--- config.mk ---
export PLATFORM = sky130hd
export DESIGN_NAME = tgtByteEngine
export DESIGN_NICKNAME = d
export VERILOG_FILES = /design/src/rtl/tgtBytePkg.sv /design/src/rtl/tgtByteCtrl.sv /design/src/rtl/tgtByteData.sv /design/src/rtl/tgtByteEngine.sv
export SDC_FILE = /design/constraint.sdc
export NUM_CORES = 1
export LEC_CHECK = 0
export BUFFER_PORTS_ARGS = -buffer_cell sky130_fd_sc_hd__buf_2
export CAP_MARGIN = 0
export CORE_ASPECT_RATIO = 0.8
export CORE_MARGIN = 2
export CORE_UTILIZATION = 56
export CTS_CLUSTER_SIZE = 24
export DETAILED_ROUTE_END_ITERATION = 10
export PLACE_DENSITY_LB_ADDON = 0.25
export REMOVE_ABC_BUFFERS = 1
export SLEW_MARGIN = 30
export SYNTH_ARGS = -nofsm -noshare
export SYNTH_HDL_FRONTEND = slang
export SYNTH_SLANG_ARGS = --single-unit
--- constraint.sdc ---
create_clock -name clk -period 4.9 [get_ports clk]
set_input_delay 0.735 -clock clk [delete_from_list [all_inputs] [get_ports clk]]
set_output_delay 0.735 -clock clk [all_outputs]
set_load 0.005 [all_outputs]
--- src/rtl/tgtBytePkg.sv ---
package tgtBytePkg;

  typedef enum logic [1:0] {
    ST_IDLE,
    ST_ARMED,
    ST_SHIFT,
    ST_WAIT
  } engState_t;

  // strobes from control to datapath
  typedef struct packed {
    logic loadTx;
    logic shiftTx;
    logic sampleData;
    logic sampleAck;
    logic inData;
    logic inAck;
    logic newStart;
    logic stopSeen;
  } engStrobe_t;

  localparam int REG_TX   = 0;
  localparam int REG_RX   = 1;
  localparam int REG_STAT = 2;
  localparam int REG_MODE = 3;
  localparam int REG_CTRL = 4;

endpackage

--- src/rtl/tgtByteCtrl.sv ---
module tgtByteCtrl
  import tgtBytePkg::*;
#(
  parameter int BYTE_W = 8
) (
  input  logic       clk,
  input  logic       rstN,
  input  logic       sclIn,
  input  logic       startStb,
  input  logic       stopStb,
  input  logic       releaseReq,
  output engStrobe_t strb,
  output logic       sclDriveLow,
  output logic       irq
);

  localparam int CNT_W = $clog2(BYTE_W + 1);
  localparam logic [CNT_W-1:0] ACK_CNT = CNT_W'(BYTE_W);

  engState_t        state;
  logic [CNT_W-1:0] bitCnt;
  logic             sclQ;
  logic             sclRise;
  logic             sclFall;
  logic             busEvent;

  assign sclRise  = sclIn & ~sclQ;
  assign sclFall  = ~sclIn & sclQ;
  assign busEvent = startStb | stopStb;

  always_ff @(posedge clk or negedge rstN) begin
    if (!rstN) begin
      state  <= ST_IDLE;
      bitCnt <= '0;
      sclQ   <= 1'b1;
      irq    <= 1'b0;
    end else begin
      sclQ <= sclIn;
      irq  <= 1'b0;
      if (stopStb) begin
        state  <= ST_IDLE;
        bitCnt <= '0;
      end else if (startStb) begin
        state  <= ST_ARMED;
        bitCnt <= '0;
      end else begin
        unique case (state)
          ST_ARMED: if (sclFall) begin
            state  <= ST_SHIFT;
            bitCnt <= '0;
          end
          ST_SHIFT: if (sclFall) begin
            if (bitCnt == ACK_CNT) begin
              state  <= ST_WAIT;
              bitCnt <= '0;
              irq    <= 1'b1;
            end else begin
              bitCnt <= bitCnt + 1'b1;
            end
          end
          ST_WAIT: if (releaseReq) state <= ST_SHIFT;
          default: ;
        endcase
      end
    end
  end

  always_comb begin
    strb            = '0;
    strb.loadTx     = !busEvent && ((state == ST_ARMED && sclFall) ||
                                    (state == ST_WAIT && releaseReq));
    strb.shiftTx    = !busEvent && state == ST_SHIFT && sclFall && bitCnt < ACK_CNT;
    strb.sampleData = !busEvent && state == ST_SHIFT && sclRise && bitCnt < ACK_CNT;
    strb.sampleAck  = !busEvent && state == ST_SHIFT && sclRise && bitCnt == ACK_CNT;
    strb.inData     = state == ST_SHIFT && bitCnt < ACK_CNT;
    strb.inAck      = state == ST_SHIFT && bitCnt == ACK_CNT;
    strb.newStart   = startStb && !stopStb;
    strb.stopSeen   = stopStb;
  end

  assign sclDriveLow = (state == ST_WAIT);

  // an interrupt pulse only accompanies the wait state
  a_r5_irq_in_wait: assert property (@(posedge clk) disable iff (!rstN)
    irq |-> sclDriveLow);

  // SCL stays held until a release, stop or start
  a_r4_hold_low: assert property (@(posedge clk) disable iff (!rstN)
    sclDriveLow && !releaseReq && !stopStb && !startStb |=> sclDriveLow);

  // stretching begins only after a falling SCL edge
  a_r4_enter_on_fall: assert property (@(posedge clk) disable iff (!rstN)
    $rose(sclDriveLow) |-> !$past(sclIn) && $past(sclQ));

  // stop ends the wait silently
  a_r11_stop_idle: assert property (@(posedge clk) disable iff (!rstN)
    stopStb |=> !sclDriveLow && !irq);

endmodule

--- src/rtl/tgtByteData.sv ---
module tgtByteData
  import tgtBytePkg::*;
#(
  parameter int BYTE_W = 8,
  parameter int ADDR_W = 3
) (
  input  logic              clk,
  input  logic              rstN,
  input  engStrobe_t        strb,
  input  logic              sclIn,
  input  logic              sdaIn,
  input  logic              wrEn,
  input  logic [ADDR_W-1:0] wrAddr,
  input  logic [BYTE_W-1:0] wrData,
  input  logic [ADDR_W-1:0] rdAddr,
  output logic [BYTE_W-1:0] rdData,
  output logic              sdaDriveLow,
  output logic              releaseReq
);

  localparam logic [ADDR_W-1:0] A_TX   = ADDR_W'(REG_TX);
  localparam logic [ADDR_W-1:0] A_RX   = ADDR_W'(REG_RX);
  localparam logic [ADDR_W-1:0] A_STAT = ADDR_W'(REG_STAT);
  localparam logic [ADDR_W-1:0] A_MODE = ADDR_W'(REG_MODE);
  localparam logic [ADDR_W-1:0] A_CTRL = ADDR_W'(REG_CTRL);
  localparam int MSB = BYTE_W - 1;

  logic [BYTE_W-1:0] txData;
  logic [BYTE_W-1:0] txShift;
  logic [BYTE_W-1:0] rxShift;
  logic              modeXmit;
  logic              modeNack;
  logic              ackBit;
  logic              txErr;
  logic              errSet;
  logic              errClr;

  assign releaseReq = wrEn && wrAddr == A_CTRL && wrData[0];
  assign errSet     = strb.sampleData && modeXmit && txShift[MSB] && !sdaIn;
  assign errClr     = (wrEn && wrAddr == A_STAT && wrData[1]) || strb.newStart;

  always_ff @(posedge clk or negedge rstN) begin
    if (!rstN) begin
      txData   <= '0;
      txShift  <= '1;
      rxShift  <= '0;
      modeXmit <= 1'b0;
      modeNack <= 1'b0;
      ackBit   <= 1'b0;
      txErr    <= 1'b0;
    end else begin
      if (wrEn && wrAddr == A_TX) txData <= wrData;
      if (wrEn && wrAddr == A_MODE) begin
        modeXmit <= wrData[0];
        modeNack <= wrData[1];
      end
      if (strb.loadTx)       txShift <= txData;
      else if (strb.shiftTx) txShift <= {txShift[MSB-1:0], 1'b1};
      if (strb.sampleData)   rxShift <= {rxShift[MSB-1:0], sdaIn};
      if (strb.sampleAck)    ackBit  <= sdaIn;
      if (errSet)            txErr   <= 1'b1;
      else if (errClr)       txErr   <= 1'b0;
    end
  end

  assign sdaDriveLow = (strb.inData && modeXmit && !txShift[MSB]) ||
                       (strb.inAck && !modeXmit && !modeNack);

  always_comb begin
    rdData = '0;
    unique case (rdAddr)
      A_TX:   rdData = txData;
      A_RX:   rdData = rxShift;
      A_STAT: begin
        rdData[1] = txErr;
        rdData[0] = ackBit;
      end
      A_MODE: begin
        rdData[1] = modeNack;
        rdData[0] = modeXmit;
      end
      default: rdData = '0;
    endcase
  end

  // no SDA change while SCL stays high
  a_r10_sda_steady_high: assert property (@(posedge clk) disable iff (!rstN)
    sclIn && $past(sclIn) && !$past(strb.newStart) && !$past(strb.stopSeen)
      && !$past(wrEn) |-> $stable(sdaDriveLow));

  // a released bit read back as 0 raises the error
  a_r8_err_sets: assert property (@(posedge clk) disable iff (!rstN)
    strb.sampleData && modeXmit && txShift[MSB] && !sdaIn |=> txErr);

  // the ninth-clock sample lands in the status register
  a_r3_ack_capture: assert property (@(posedge clk) disable iff (!rstN)
    strb.sampleAck |=> ackBit == $past(sdaIn));

endmodule

--- src/rtl/tgtByteEngine.sv ---
module tgtByteEngine
  import tgtBytePkg::*;
#(
  parameter int BYTE_W = 8,
  parameter int ADDR_W = 3
) (
  input  logic              clk,
  input  logic              rstN,
  input  logic              sclIn,
  input  logic              sdaIn,
  output logic              sclDriveLow,
  output logic              sdaDriveLow,
  input  logic              startStb,
  input  logic              stopStb,
  input  logic              wrEn,
  input  logic [ADDR_W-1:0] wrAddr,
  input  logic [BYTE_W-1:0] wrData,
  input  logic [ADDR_W-1:0] rdAddr,
  output logic [BYTE_W-1:0] rdData,
  output logic              irq
);

  engStrobe_t strb;
  logic       releaseReq;

  tgtByteCtrl #(.BYTE_W(BYTE_W)) uCtrl (
    .clk         (clk),
    .rstN        (rstN),
    .sclIn       (sclIn),
    .startStb    (startStb),
    .stopStb     (stopStb),
    .releaseReq  (releaseReq),
    .strb        (strb),
    .sclDriveLow (sclDriveLow),
    .irq         (irq)
  );

  tgtByteData #(.BYTE_W(BYTE_W), .ADDR_W(ADDR_W)) uData (
    .clk         (clk),
    .rstN        (rstN),
    .strb        (strb),
    .sclIn       (sclIn),
    .sdaIn       (sdaIn),
    .wrEn        (wrEn),
    .wrAddr      (wrAddr),
    .wrData      (wrData),
    .rdAddr      (rdAddr),
    .rdData      (rdData),
    .sdaDriveLow (sdaDriveLow),
    .releaseReq  (releaseReq)
  );

endmodule

==> metrics.txt <==
status completed; register area 912 µm²; Main synth FF type dfrtp_1; Layout fillers 243; first-pass GRT wire length 6.69 mm; routed via count 1292; final WL 3.76 mm; Worst-path clk slew 0.07 ns; Slew @ Worst Pin 0.762 ns; final core utilization 0.696; part of the power in registers 0.507; register bit total from synthesis 36; remaining antenna violation count 0; die span in y 56.1 µm; Post-synth EDFFs 0; total CTS buffers 5; fmax 402 MHz; Worst setup EP type output pin; sw power 190 µW; Synth Warn # 0; Slew headroom 0.492; Setup Skew 0.00498 ns; final hold violation count 0; die area 0.00387 mm²; Tcrit/Tclk final 0.507; post-synth top area cell dfrtp_1; PostCTS Resize Cnt 0; Residual DRC 0; Finished Cell Area 0.00219 mm²; crit-path max FO 8; gpl congestion 0.774; initial DRC count 55; switching share of power 0.246; Synth top cells by count dfrtp_1 (27), mux2_2 (27), dfstp_2 (9), nor2_1 (9), mux2i_1 (8); Tot Pwr 771 µW; register area share after synthesis 0.481; FP Rows 18; Worst Setup Start Kind input port; highest ir drop seen on vdd 0.219 mV; diode count 0; root cell of the clock tree clkbuf_8; Final setup viols 0; Synth-to-Final Area Change 15.6%; clock share of power 0.330; syn avg cell area 12.4 µm²; die span in x 69.1 µm; largest net degree at the start of global routing 37; GRT Total Usage 0.220; clk_lat worst skew 0.28 ns; ys async rst share 1.00; number of hold-repair buffers added at the cts stage 0; worst hold path class input port to asynchronous set/reset pin; Worst Slack Setup Final 2.41 ns; Final Max Slew Viols 0; internal cell power 581 µW; port buffer count 31; Yosys top cell area share 0.356; unrepaired setup endpoints after global routing false; Max Cap Viol 0; CTS tree built; # IOs 32; layout cells sized above 1 0.434; post-CTS setup buffers 0; multi-input logic area 943 µm²; clk sinks 36; core area 0.00315 mm²; CP Data Required Time 4.16 ns; critical path class input port to output pin; pre-CTS worst setup slack 2.43 ns; fin nets 214; area of the mapped netlist 0.00190 mm²; Starting Density 0.602; GRT overflow 0; initial antenna violation count 0; vias in the first global route 1351; Worst EP arrival 1.75 ns; top post-synthesis cells by area dfrtp_1 (36%), mux2_2 (16%), dfstp_2 (12%), mux2i_1 (4.2%), mux2_1 (4.2%); router iterations before antenna repair 4; placed instance area 0.00209 mm²; HPWL after detailed placement 2.79 mm; Logic pwr share 0.163; Cells after Synth 153; WL per Instance 16.4 µm; fin crit period 2.49 ns; Via density 5.64; Setup TNS Final 0 ns; Clock Path Buffers 2; # H-tree levels 2; Pwr Density 351 mW/mm²; Pleak 1.03 nW; Distinct cells, synth 34
## final cells by class
cell class | instances | share of cell area
clock buffer | 6 | 0.0331
clock inverter | 2 | 0.0160
inverter | 7 | 0.0120
multi-input combinational | 107 | 0.430
sequential | 36 | 0.416
tap | 40 | 0.0228
timing repair buffer | 31 | 0.0707
## logic make-up after synthesis
family | share of synthesized area
multiplexers | 0.268
AND/OR/NAND/NOR | 0.137
flip-flops | 0.481
AO/OA/AOI/OAI | 0.0593
buffers and inverters | 0.0224
adder cells (fa/ha/maj) | 0.0330
## flip-flops by register name (all words and copies together) (netlist names)
signal	flops
uData.rxShift	8
uData.txData	8
uData.txShift	8
uCtrl.bitCnt	4
uCtrl.state	2
uCtrl.irq	1
uCtrl.sclQ	1
uData.ackBit	1
uData.modeNack	1
uData.modeXmit	1
uData.txErr	1
## power groups by stage
stage / clock network, mW / logic (mW) / registers (mW)
finish: 0.255 / 0.126 / 0.391
global route: 0.274 / 0.140 / 0.398
CTS: 0.259 / 0.127 / 0.391
detailed placement: 0 / 0.125 / 0.396
global placement: 0 / 0.118 / 0.394
floorplan: 0 / 0.0890 / 0.381
## metal layers
layer  track usage  up-vias  share of wire
met4        0.0756        0          0.013
met3        0.0507        7          0.041
met2         0.346       29           0.46
li1              -      618              -
met1         0.300      638           0.48
met5             0        -              0
## placed cells by master, fill, tap and decap left out, types with 2 or more instances in the layout
master	count
buf_2	31
mux2_2	27
dfrtp_1	27
nor2_1	9
dfstp_2	9
mux2i_1	8
inv_1	7
mux2_1	7
nor2b_1	5
ha_1	5
clkbuf_8	5
nand2_1	4
nand2b_1	4
a21oi_1	4
or2_2	3
o21ai_0	3
nand3_1	3
mux4_2	2
nand3b_1	2
nor3_1	2
nor4b_4	2
nand4_1	2
o32ai_1	2
o21bai_1	2
nor3b_1	2
o211ai_1	2
## final timing paths
| path | startpoint | end | slack [ns] | depth (start not counted) |
|---|---|---|---|---|
| setup / recovery | rdAddr[0] | rdData[1] | 2.41 | 4 |
| hold / removal | rstN | uCtrl.state[0]$_DFFE_PN0P_ | 0.52 | 1 |
| setup reg to reg | uCtrl.state[0]$_DFFE_PN0P_ | uData.txShift[4]$_DFFE_PN1P_ | 2.90 | 6 |
| hold reg to reg | uData.rxShift[7]$_DFFE_PN0N_ | uData.rxShift[7]$_DFFE_PN0N_ | 0.52 | 1 |
| max in group asynchronous | rstN | uData.rxShift[5]$_DFFE_PN0N_ | 3.89 | 1 |
| min in group clk | uData.rxShift[7]$_DFFE_PN0N_ | uData.rxShift[7]$_DFFE_PN0N_ | 0.52 | 1 |
## critical path: stages
cell     delay, ns
buf_2         0.22
mux4_2        0.53
nor2b_1       0.14
buf_2         0.12
## through the flow
stage / instances / hold slack [ns]
detailed placement: 221 / 0.505
global route: 229 / 0.538
finish: 229 / 0.516
floorplan: 150 / 0.439
global placement: 221 / 0.491
CTS: 229 / 0.520
No activity file was read; power rests on OpenSTA's default activity.
